===== config.mk =====
export PLATFORM = sky130hd
export DESIGN_NAME = dds_ctrl_rx
export DESIGN_NICKNAME = d
export VERILOG_FILES = /design/src/rtl/dds_rx_pkg.sv /design/src/rtl/dds_in_sync.sv /design/src/rtl/dds_rst_ctrl.sv /design/src/rtl/dds_ser_core.sv /design/src/rtl/dds_ctrl_rx.sv
export SDC_FILE = /design/constraint.sdc
export NUM_CORES = 1
export LEC_CHECK = 0
export ABC_AREA = 1
export BUFFER_PORTS_ARGS = -buffer_cell sky130_fd_sc_hd__buf_2
export CORE_MARGIN = 10
export CORE_UTILIZATION = 36
export CTS_CLUSTER_DIAMETER = 150
export DETAILED_ROUTE_END_ITERATION = 16
export PLACE_DENSITY = 0.51
export SLEW_MARGIN = 20
export SYNTH_ARGS = -nofsm -noshare
export SYNTH_HDL_FRONTEND = slang
export SYNTH_SLANG_ARGS = --single-unit
export TNS_END_PERCENT = 100

===== constraint.sdc =====
create_clock -name clk_i -period 3.3 [get_ports clk_i]
set_clock_uncertainty 0.05 [all_clocks]
set_input_delay 0.825 -clock clk_i [delete_from_list [all_inputs] [get_ports clk_i]]
set_output_delay 0.825 -clock clk_i [all_outputs]
set_load 0.005 [all_outputs]

===== src/rtl/dds_rx_pkg.sv =====
package dds_rx_pkg;
  localparam int WORD_W  = 40;
  localparam int TUNE_W  = 32;
  localparam int PHASE_W = 5;
  localparam int RSV_LSB = 32;
  localparam int RSV_W   = 2;
  localparam int PD_POS  = 34;
  localparam int PH_LSB  = 35;
  localparam int CODE_W  = 3;

  // bit0=1, bit1=1, bit2=0
  localparam logic [CODE_W-1:0] SER_EN_CODE = 3'b011;

  typedef struct packed {
    logic [PHASE_W-1:0] phase;
    logic               pwrdn;
    logic [TUNE_W-1:0]  tuning;
  } dds_cfg_t;
endpackage


===== src/rtl/dds_in_sync.sv =====
module dds_in_sync #(
  parameter int W      = 1,
  parameter int STAGES = 2
) (
  input  logic         clk_i,
  input  logic         rst_ni,
  input  logic [W-1:0] d_i,
  output logic [W-1:0] q_o,
  output logic [W-1:0] rise_o
);
  logic [W-1:0] stg_q [STAGES];
  logic [W-1:0] prev_q;

  always_ff @(posedge clk_i or negedge rst_ni) begin
    if (!rst_ni) begin
      for (int s = 0; s < STAGES; s++) stg_q[s] <= '0;
      prev_q <= '0;
    end else begin
      stg_q[0] <= d_i;
      for (int s = 1; s < STAGES; s++) stg_q[s] <= stg_q[s-1];
      prev_q <= stg_q[STAGES-1];
    end
  end

  assign q_o    = stg_q[STAGES-1];
  assign rise_o = q_o & ~prev_q;
endmodule


===== src/rtl/dds_rst_ctrl.sv =====
module dds_rst_ctrl #(
  parameter int HOLD_MIN = 5,
  parameter int LATENCY  = 13
) (
  input  logic clk_i,
  input  logic rst_ni,
  input  logic dev_rst_i,
  output logic clear_o,
  output logic accept_o,
  output logic ready_o
);
  localparam int HW = $clog2(HOLD_MIN + 1);
  localparam int LW = $clog2(LATENCY + 1);

  logic [HW-1:0] hcnt_q, hold_next;
  logic [LW-1:0] lat_q;
  logic          armed_q;

  assign hold_next = (hcnt_q == HW'(HOLD_MIN)) ? hcnt_q : hcnt_q + 1'b1;
  assign clear_o   = dev_rst_i && (hold_next == HW'(HOLD_MIN));
  assign ready_o   = !armed_q && (lat_q == '0);
  assign accept_o  = !dev_rst_i && ready_o;

  always_ff @(posedge clk_i or negedge rst_ni) begin
    if (!rst_ni) begin
      hcnt_q  <= '0;
      lat_q   <= '0;
      armed_q <= 1'b0;
    end else if (dev_rst_i) begin
      hcnt_q <= hold_next;
      if (hold_next == HW'(HOLD_MIN)) armed_q <= 1'b1;
    end else begin
      hcnt_q <= '0;
      if (armed_q) begin
        armed_q <= 1'b0;
        lat_q   <= LW'(LATENCY);
      end else if (lat_q != '0) begin
        lat_q <= lat_q - 1'b1;
      end
    end
  end

  p_busy_after_release_r3: assert property (@(posedge clk_i) disable iff (!rst_ni)
    (armed_q && !dev_rst_i) |=> !ready_o);
endmodule


===== src/rtl/dds_ser_core.sv =====
module dds_ser_core
  import dds_rx_pkg::*;
(
  input  logic              clk_i,
  input  logic              rst_ni,
  input  logic              clear_i,
  input  logic              accept_i,
  input  logic              wclk_rise_i,
  input  logic              strobe_rise_i,
  input  logic              ser_bit_i,
  input  logic [CODE_W-1:0] par_i,
  output dds_cfg_t          cfg_o,
  output logic              serial_o,
  output logic              frame_err_o,
  output logic              test_err_o
);
  localparam int CW = $clog2(WORD_W + 2);

  logic [WORD_W-1:0] sreg_q;
  logic [CW-1:0]     bcnt_q;
  logic [CODE_W-1:0] par_q;
  logic [1:0]        pcnt_q;
  logic              serial_q, ferr_q, terr_q;
  dds_cfg_t          cfg_q;

  always_ff @(posedge clk_i or negedge rst_ni) begin
    if (!rst_ni) begin
      sreg_q   <= '0;
      bcnt_q   <= '0;
      par_q    <= '0;
      pcnt_q   <= '0;
      serial_q <= 1'b0;
      ferr_q   <= 1'b0;
      terr_q   <= 1'b0;
      cfg_q    <= '0;
    end else if (clear_i) begin
      sreg_q   <= '0;
      bcnt_q   <= '0;
      par_q    <= '0;
      pcnt_q   <= '0;
      serial_q <= 1'b0;
      ferr_q   <= 1'b0;
      terr_q   <= 1'b0;
      cfg_q    <= '0;
    end else if (accept_i) begin
      if (strobe_rise_i) begin
        if (serial_q) begin
          if (bcnt_q == CW'(WORD_W)) begin
            if (sreg_q[RSV_LSB +: RSV_W] != '0) begin
              terr_q <= 1'b1;
            end else begin
              cfg_q.tuning <= sreg_q[TUNE_W-1:0];
              cfg_q.pwrdn  <= sreg_q[PD_POS];
              cfg_q.phase  <= sreg_q[PH_LSB +: PHASE_W];
            end
          end else begin
            ferr_q <= 1'b1;
          end
          bcnt_q <= '0;
        end else begin
          if (pcnt_q == 2'd1 && par_q == SER_EN_CODE) serial_q <= 1'b1;
          pcnt_q <= '0;
        end
      end else if (wclk_rise_i) begin
        if (serial_q) begin
          // LSB first: after 40 shifts the first bit sits at bit 0
          sreg_q <= {ser_bit_i, sreg_q[WORD_W-1:1]};
          if (bcnt_q != CW'(WORD_W + 1)) bcnt_q <= bcnt_q + 1'b1;
        end else begin
          par_q <= par_i;
          if (pcnt_q != 2'd2) pcnt_q <= pcnt_q + 1'b1;
        end
      end
    end
  end

  assign cfg_o       = cfg_q;
  assign serial_o    = serial_q;
  assign frame_err_o = ferr_q;
  assign test_err_o  = terr_q;

  p_cfg_on_commit_r7: assert property (@(posedge clk_i) disable iff (!rst_ni)
    !$stable(cfg_o) |-> ($past(strobe_rise_i) || $past(clear_i)));
  p_serial_entry_r4: assert property (@(posedge clk_i) disable iff (!rst_ni)
    $rose(serial_o) |-> ($past(strobe_rise_i) && $past(accept_i)));
  p_test_err_hold_r8: assert property (@(posedge clk_i) disable iff (!rst_ni)
    $rose(test_err_o) |-> $stable(cfg_o));
  p_frame_err_hold_r9: assert property (@(posedge clk_i) disable iff (!rst_ni)
    $rose(frame_err_o) |-> $stable(cfg_o));
endmodule


===== src/rtl/dds_ctrl_rx.sv =====
module dds_ctrl_rx
  import dds_rx_pkg::*;
#(
  parameter int DATA_W      = 8,
  parameter int SER_LANE    = DATA_W - 1,
  parameter int SYNC_STAGES = 2,
  parameter int HOLD_MIN    = 5,
  parameter int LATENCY     = 13
) (
  input  logic               clk_i,
  input  logic               rst_ni,
  input  logic               dev_rst_i,
  input  logic               wclk_i,
  input  logic [DATA_W-1:0]  data_i,
  input  logic               strobe_i,
  output logic [TUNE_W-1:0]  tuning_o,
  output logic [PHASE_W-1:0] phase_o,
  output logic               pwrdn_o,
  output logic               serial_o,
  output logic               ready_o,
  output logic               frame_err_o,
  output logic               test_err_o
);
  localparam int SW     = DATA_W + 3;
  localparam int WC_POS = DATA_W;
  localparam int SB_POS = DATA_W + 1;
  localparam int RS_POS = DATA_W + 2;

  logic [SW-1:0] s_q, s_rise;
  logic          clear, accept;
  dds_cfg_t      cfg;
  logic          unused_ok;

  dds_in_sync #(.W(SW), .STAGES(SYNC_STAGES)) u_sync (
    .clk_i  (clk_i),
    .rst_ni (rst_ni),
    .d_i    ({dev_rst_i, strobe_i, wclk_i, data_i}),
    .q_o    (s_q),
    .rise_o (s_rise)
  );

  dds_rst_ctrl #(.HOLD_MIN(HOLD_MIN), .LATENCY(LATENCY)) u_rst (
    .clk_i     (clk_i),
    .rst_ni    (rst_ni),
    .dev_rst_i (s_q[RS_POS]),
    .clear_o   (clear),
    .accept_o  (accept),
    .ready_o   (ready_o)
  );

  dds_ser_core u_core (
    .clk_i         (clk_i),
    .rst_ni        (rst_ni),
    .clear_i       (clear),
    .accept_i      (accept),
    .wclk_rise_i   (s_rise[WC_POS]),
    .strobe_rise_i (s_rise[SB_POS]),
    .ser_bit_i     (s_q[SER_LANE]),
    .par_i         (s_q[CODE_W-1:0]),
    .cfg_o         (cfg),
    .serial_o      (serial_o),
    .frame_err_o   (frame_err_o),
    .test_err_o    (test_err_o)
  );

  assign unused_ok = ^{s_rise[DATA_W-1:0], s_rise[RS_POS], s_q[SB_POS:WC_POS], s_q[DATA_W-1:0]};

  assign tuning_o = cfg.tuning;
  assign phase_o  = cfg.phase;
  assign pwrdn_o  = cfg.pwrdn;

  p_clear_state_r2: assert property (@(posedge clk_i) disable iff (!rst_ni)
    clear |=> (tuning_o == '0 && phase_o == '0 && !pwrdn_o && !serial_o
               && !frame_err_o && !test_err_o));
  p_busy_ignore_r3: assert property (@(posedge clk_i) disable iff (!rst_ni)
    (!ready_o && !clear) |=> ($stable(tuning_o) && $stable(serial_o) && $stable(frame_err_o)));
endmodule


==> run summary <==
The run gives 5 as the total iterations of the first detailed-routing run. The longest clock path from root to sink contains 2 buffers. Counting flops and latches in the post-synthesis netlist gives 116.

Measured along the x axis, the die boundary spans 138.8 um. At the pin with the least slew margin, the transition time is 0.6789 ns. The nature of the critical path endpoint is a register. Once detail routing completed, the nets flagged for antenna violations numbered 0.

The initialized floorplan defines 43 standard-cell rows. The average detailed-routed wire length per instance was 12.76 um. Remaining design rule violation count: 0. The largest driver fanout on the critical path was 44. For the final hold violation count, the log shows 0. The last weighted congestion value of the routability-driven placer is 0.7664. A synthesized cell averages 8.334 um^2. The startpoint identified for the worst register-to-register timing path is u_rst.lat_q[0]. Counting every sink on the clock net gives 116. The count of buffers from port buffering is 50, and the leakage power figure is 3.613 nW. For this configuration, the core starts out at a cell density of 36.62%. The worst pin sits at a relative slew slack of 54.57%. In this run, CTS created clock tree buffers numbering 17. The final route contains 3944 vias.

In this run the post-CTS setup repair buffer count came out at 0. The core area is 13880 um^2. Startpoint of the most critical hold path: u_sync.stg_q[19]. The overall die area came out at 19270 um^2.

The number of vias per cell came out at 4.635. The tools report the worst setup path startpoint as u_rst.lat_q[0]. Gates resized during post-CTS repair numbered 0. In the global route stage, overall resource usage came out at 11.62%.

55 I/O pins were placed. For the worst setup path, the data arrival time is 2.69 ns. Summed over all failing endpoints, the final setup total negative slack is 0 ns. Once layout is complete, the utilization of the core stands at 44.29%. The wire-length estimate of the detail-placed layout is 6874 um.

After clock tree synthesis, the clock-pin slew on the worst setup and hold paths is 0.05 ns. In the final design database the tool counted 681 nets. After clock tree synthesis, the flow added hold-fix buffers numbering 0. The DRC violation total after the first TritonRoute iteration is 315. After synthesis, flip-flops and latches occupy 57.10% of the total area. Max-cap violations in this run came to 0. For this design the ratio of total power to cell area is 633.2 nW/um^2. The later pin in the worst-skew pair is clocked with a latency of 0.41 ns.

The tools report the buffer type at the clock tree root as sky130_fd_sc_hd__clkbuf_16. TritonCTS built the clock tree. Fill cells in the final layout number 1403. During synthesis, Yosys emitted a total of 0 warnings. The first global-routing pass estimated 18660 um of wire.

The run finished with clean final reports. Synthesis produced 610 cells. Setup repair after global routing left no endpoint under its margin. Timing analysis after detailed placement gives a worst setup slack of 0.8016 ns. IR analysis of the VDD net gives a maximum drop of 357.4 uV.

Compared with the post-synthesis result, the final layout area differs by 20.95%. The routed design has 10860 um of wire. Setup violations remaining at the end of the flow were counted as 0. The final worst-path cycle share came out at 73.89%. Entering global routing, the biggest net connects 60 pins. The layout cell share with drive strength beyond 1 works out to 14.75%. The synthesized net count was 632. The number of antenna diodes in the final layout is 0. In this run the worst hold path is classified as reg2reg.

At the worst endpoint, the required time is 3.55 ns. After global routing the overflow that remains totals 0. The worst setup path is launched from a register. Across all setup checks in the final design, the least slack found is 0.8615 ns. The number of different library cells in the post-synthesis netlist was 25. The start-to-end type of the worst setup path was reg2reg.

The H-tree was split into 4 levels. The tools report the count of pins over their slew limit as 0. Initial antenna violation count: 0.

The mapped cell area came out at 5084 um^2. Subtracting the final worst setup slack from the clock period gives 2.438 ns. Static timing analysis puts the maximum clock frequency at 0.4101 GHz.

The via count of the first global-routing pass was 3765. The die is 138.8 um tall.
==> synthesized netlist by cell type <==
cell type / count / share of area, %
sky130_fd_sc_hd__o21ai_2: 1 / 0.17
sky130_fd_sc_hd__xor2_1: 1 / 0.17
sky130_fd_sc_hd__nor2_1: 17 / 1.3
sky130_fd_sc_hd__nand2_1: 248 / 18
sky130_fd_sc_hd__inv_2: 4 / 0.30
sky130_fd_sc_hd__nand4_1: 4 / 0.49
sky130_fd_sc_hd__ha_1: 9 / 2.2
sky130_fd_sc_hd__o21ai_1: 2 / 0.20
sky130_fd_sc_hd__nand3b_1: 5 / 0.74
sky130_fd_sc_hd__nand3_1: 90 / 8.9
sky130_fd_sc_hd__inv_1: 56 / 4.1
sky130_fd_sc_hd__buf_4: 5 / 0.74
sky130_fd_sc_hd__nand3_2: 1 / 0.20
sky130_fd_sc_hd__xnor2_1: 1 / 0.17
sky130_fd_sc_hd__o22ai_1: 1 / 0.12
sky130_fd_sc_hd__clkbuf_1: 15 / 1.1
sky130_fd_sc_hd__o21ai_0: 12 / 1.2
sky130_fd_sc_hd__dfrtp_1: 116 / 57
sky130_fd_sc_hd__or2_2: 2 / 0.25
sky130_fd_sc_hd__nor3_1: 1 / 0.098
sky130_fd_sc_hd__nor2_2: 1 / 0.12
sky130_fd_sc_hd__buf_2: 8 / 0.79
sky130_fd_sc_hd__buf_6: 2 / 0.44
sky130_fd_sc_hd__o21bai_1: 1 / 0.15
sky130_fd_sc_hd__a21oi_1: 7 / 0.69
==> registers in the layout, indices dropped and copies added (netlist names), 2 cells and up <==
| register | flops |
|---|---|
| u_core.par_q | 3 |
| u_sync.stg_q | 7 |
| u_rst.hcnt_q | 3 |
| u_sync.prev_q | 2 |
| u_core.sreg_q | 40 |
| u_core.pcnt_q | 2 |
| u_rst.lat_q | 4 |
| u_core.cfg_o | 38 |
| u_core.bcnt_q | 6 |
| u_sync.q_o | 7 |
==> cell type report <==
class	count	area [um^2]	area share, %
clock inverters	11	182.7	2.971
repair buffers	60	347.8	5.657
flip-flops and latches	116	2903	47.21
well taps	180	225.2	3.663
multi-input cells	404	1818	29.57
clock buffers	20	446.7	7.265
inverters	60	225.2	3.663
==> placed cells by master, fill, tap and decap left out, types with 2 or more instances in the layout <==
cell                        count
sky130_fd_sc_hd__nand2_1      248
sky130_fd_sc_hd__dfrtp_1      116
sky130_fd_sc_hd__nand3_1       90
sky130_fd_sc_hd__inv_1         56
sky130_fd_sc_hd__buf_2         49
sky130_fd_sc_hd__nor2_1        17
sky130_fd_sc_hd__clkbuf_16     17
sky130_fd_sc_hd__o21ai_0       12
sky130_fd_sc_hd__ha_1           9
sky130_fd_sc_hd__buf_4          9
sky130_fd_sc_hd__a21oi_1        7
sky130_fd_sc_hd__nand3b_1       5
sky130_fd_sc_hd__bufinv_16      5
sky130_fd_sc_hd__clkinv_2       5
sky130_fd_sc_hd__inv_2          4
sky130_fd_sc_hd__nand4_1        4
sky130_fd_sc_hd__o21ai_4        2
sky130_fd_sc_hd__or2_2          2
sky130_fd_sc_hd__clkbuf_1       2
==> kinds of logic after synthesis <==
logic type	after synthesis	synth area share [%]
xor+xnor	2	0.3446
simple gates	369	30.32
fa+ha+maj	9	2.215
flops	116	57.10
compound gates	24	2.511
buf+inv	90	7.507
==> worst max-delay path, cell delays in order (launching register included) <==
cell	delay [ns]
sky130_fd_sc_hd__dfrtp_1	0.38
sky130_fd_sc_hd__inv_1	0.10
sky130_fd_sc_hd__ha_1	0.15
sky130_fd_sc_hd__inv_1	0.04
sky130_fd_sc_hd__nor2_1	0.12
sky130_fd_sc_hd__nand3_1	0.15
sky130_fd_sc_hd__o21ai_4	0.34
sky130_fd_sc_hd__buf_4	0.46
sky130_fd_sc_hd__nand2_1	0.09
sky130_fd_sc_hd__buf_4	0.29
sky130_fd_sc_hd__nand2_1	0.11
sky130_fd_sc_hd__nand2_1	0.06
==> power by group <==
| part | internal (mW) | switching [mW] | total (mW) | leakage, nW |
|---|---|---|---|---|
| Combinational | 0.122 | 0.229 | 0.351 | 1.74 |
| Clock | 1.35 | 0.623 | 1.97 | 0.309 |
| Sequential | 1.51 | 0.0631 | 1.57 | 1.57 |
| Total | 2.98 | 0.915 | 3.89 | 3.61 |
==> metal layers <==
metal	share of wire, %	vias to the layer above	GRT usage [%]
met5	0	-	0
met4	1.8	0	4.997
li1	-	1998	-
met3	4.7	20	4.178
met2	45	74	17.49
met1	48	1852	14.70
==> through the flow <==
stage | total power, mW | hold WS [ns] | cells | area, um^2
3_3_place_gp | 1.931 | 0.2829 | 819 | 5504
3_5_place_dp | 1.956 | 0.2847 | 819 | 5504
4_1_cts | 3.949 | 0.2926 | 850 | 6133
2_1_floorplan | 1.825 | 0.2812 | 610 | 5084
6_report | 3.893 | 0.2940 | 851 | 6148
5_1_grt | 4.079 | 0.2946 | 851 | 6148
==> path summary, 6_finish.rpt <==
path / end / slack [ns] / cells after the start
setup / recovery: u_core.sreg_q[35] / 0.86 / 11
hold / removal: u_sync.q_o[8] / 0.29 / 0
setup reg to reg: u_core.sreg_q[35] / 0.86 / 11
hold reg to reg: u_sync.q_o[8] / 0.29 / 0
max in group asynchronous: u_core.sreg_q[17] / 2.17 / 2
min in group asynchronous: u_core.sreg_q[1] / 0.31 / 1
Power figures use the tool's default switching activity.
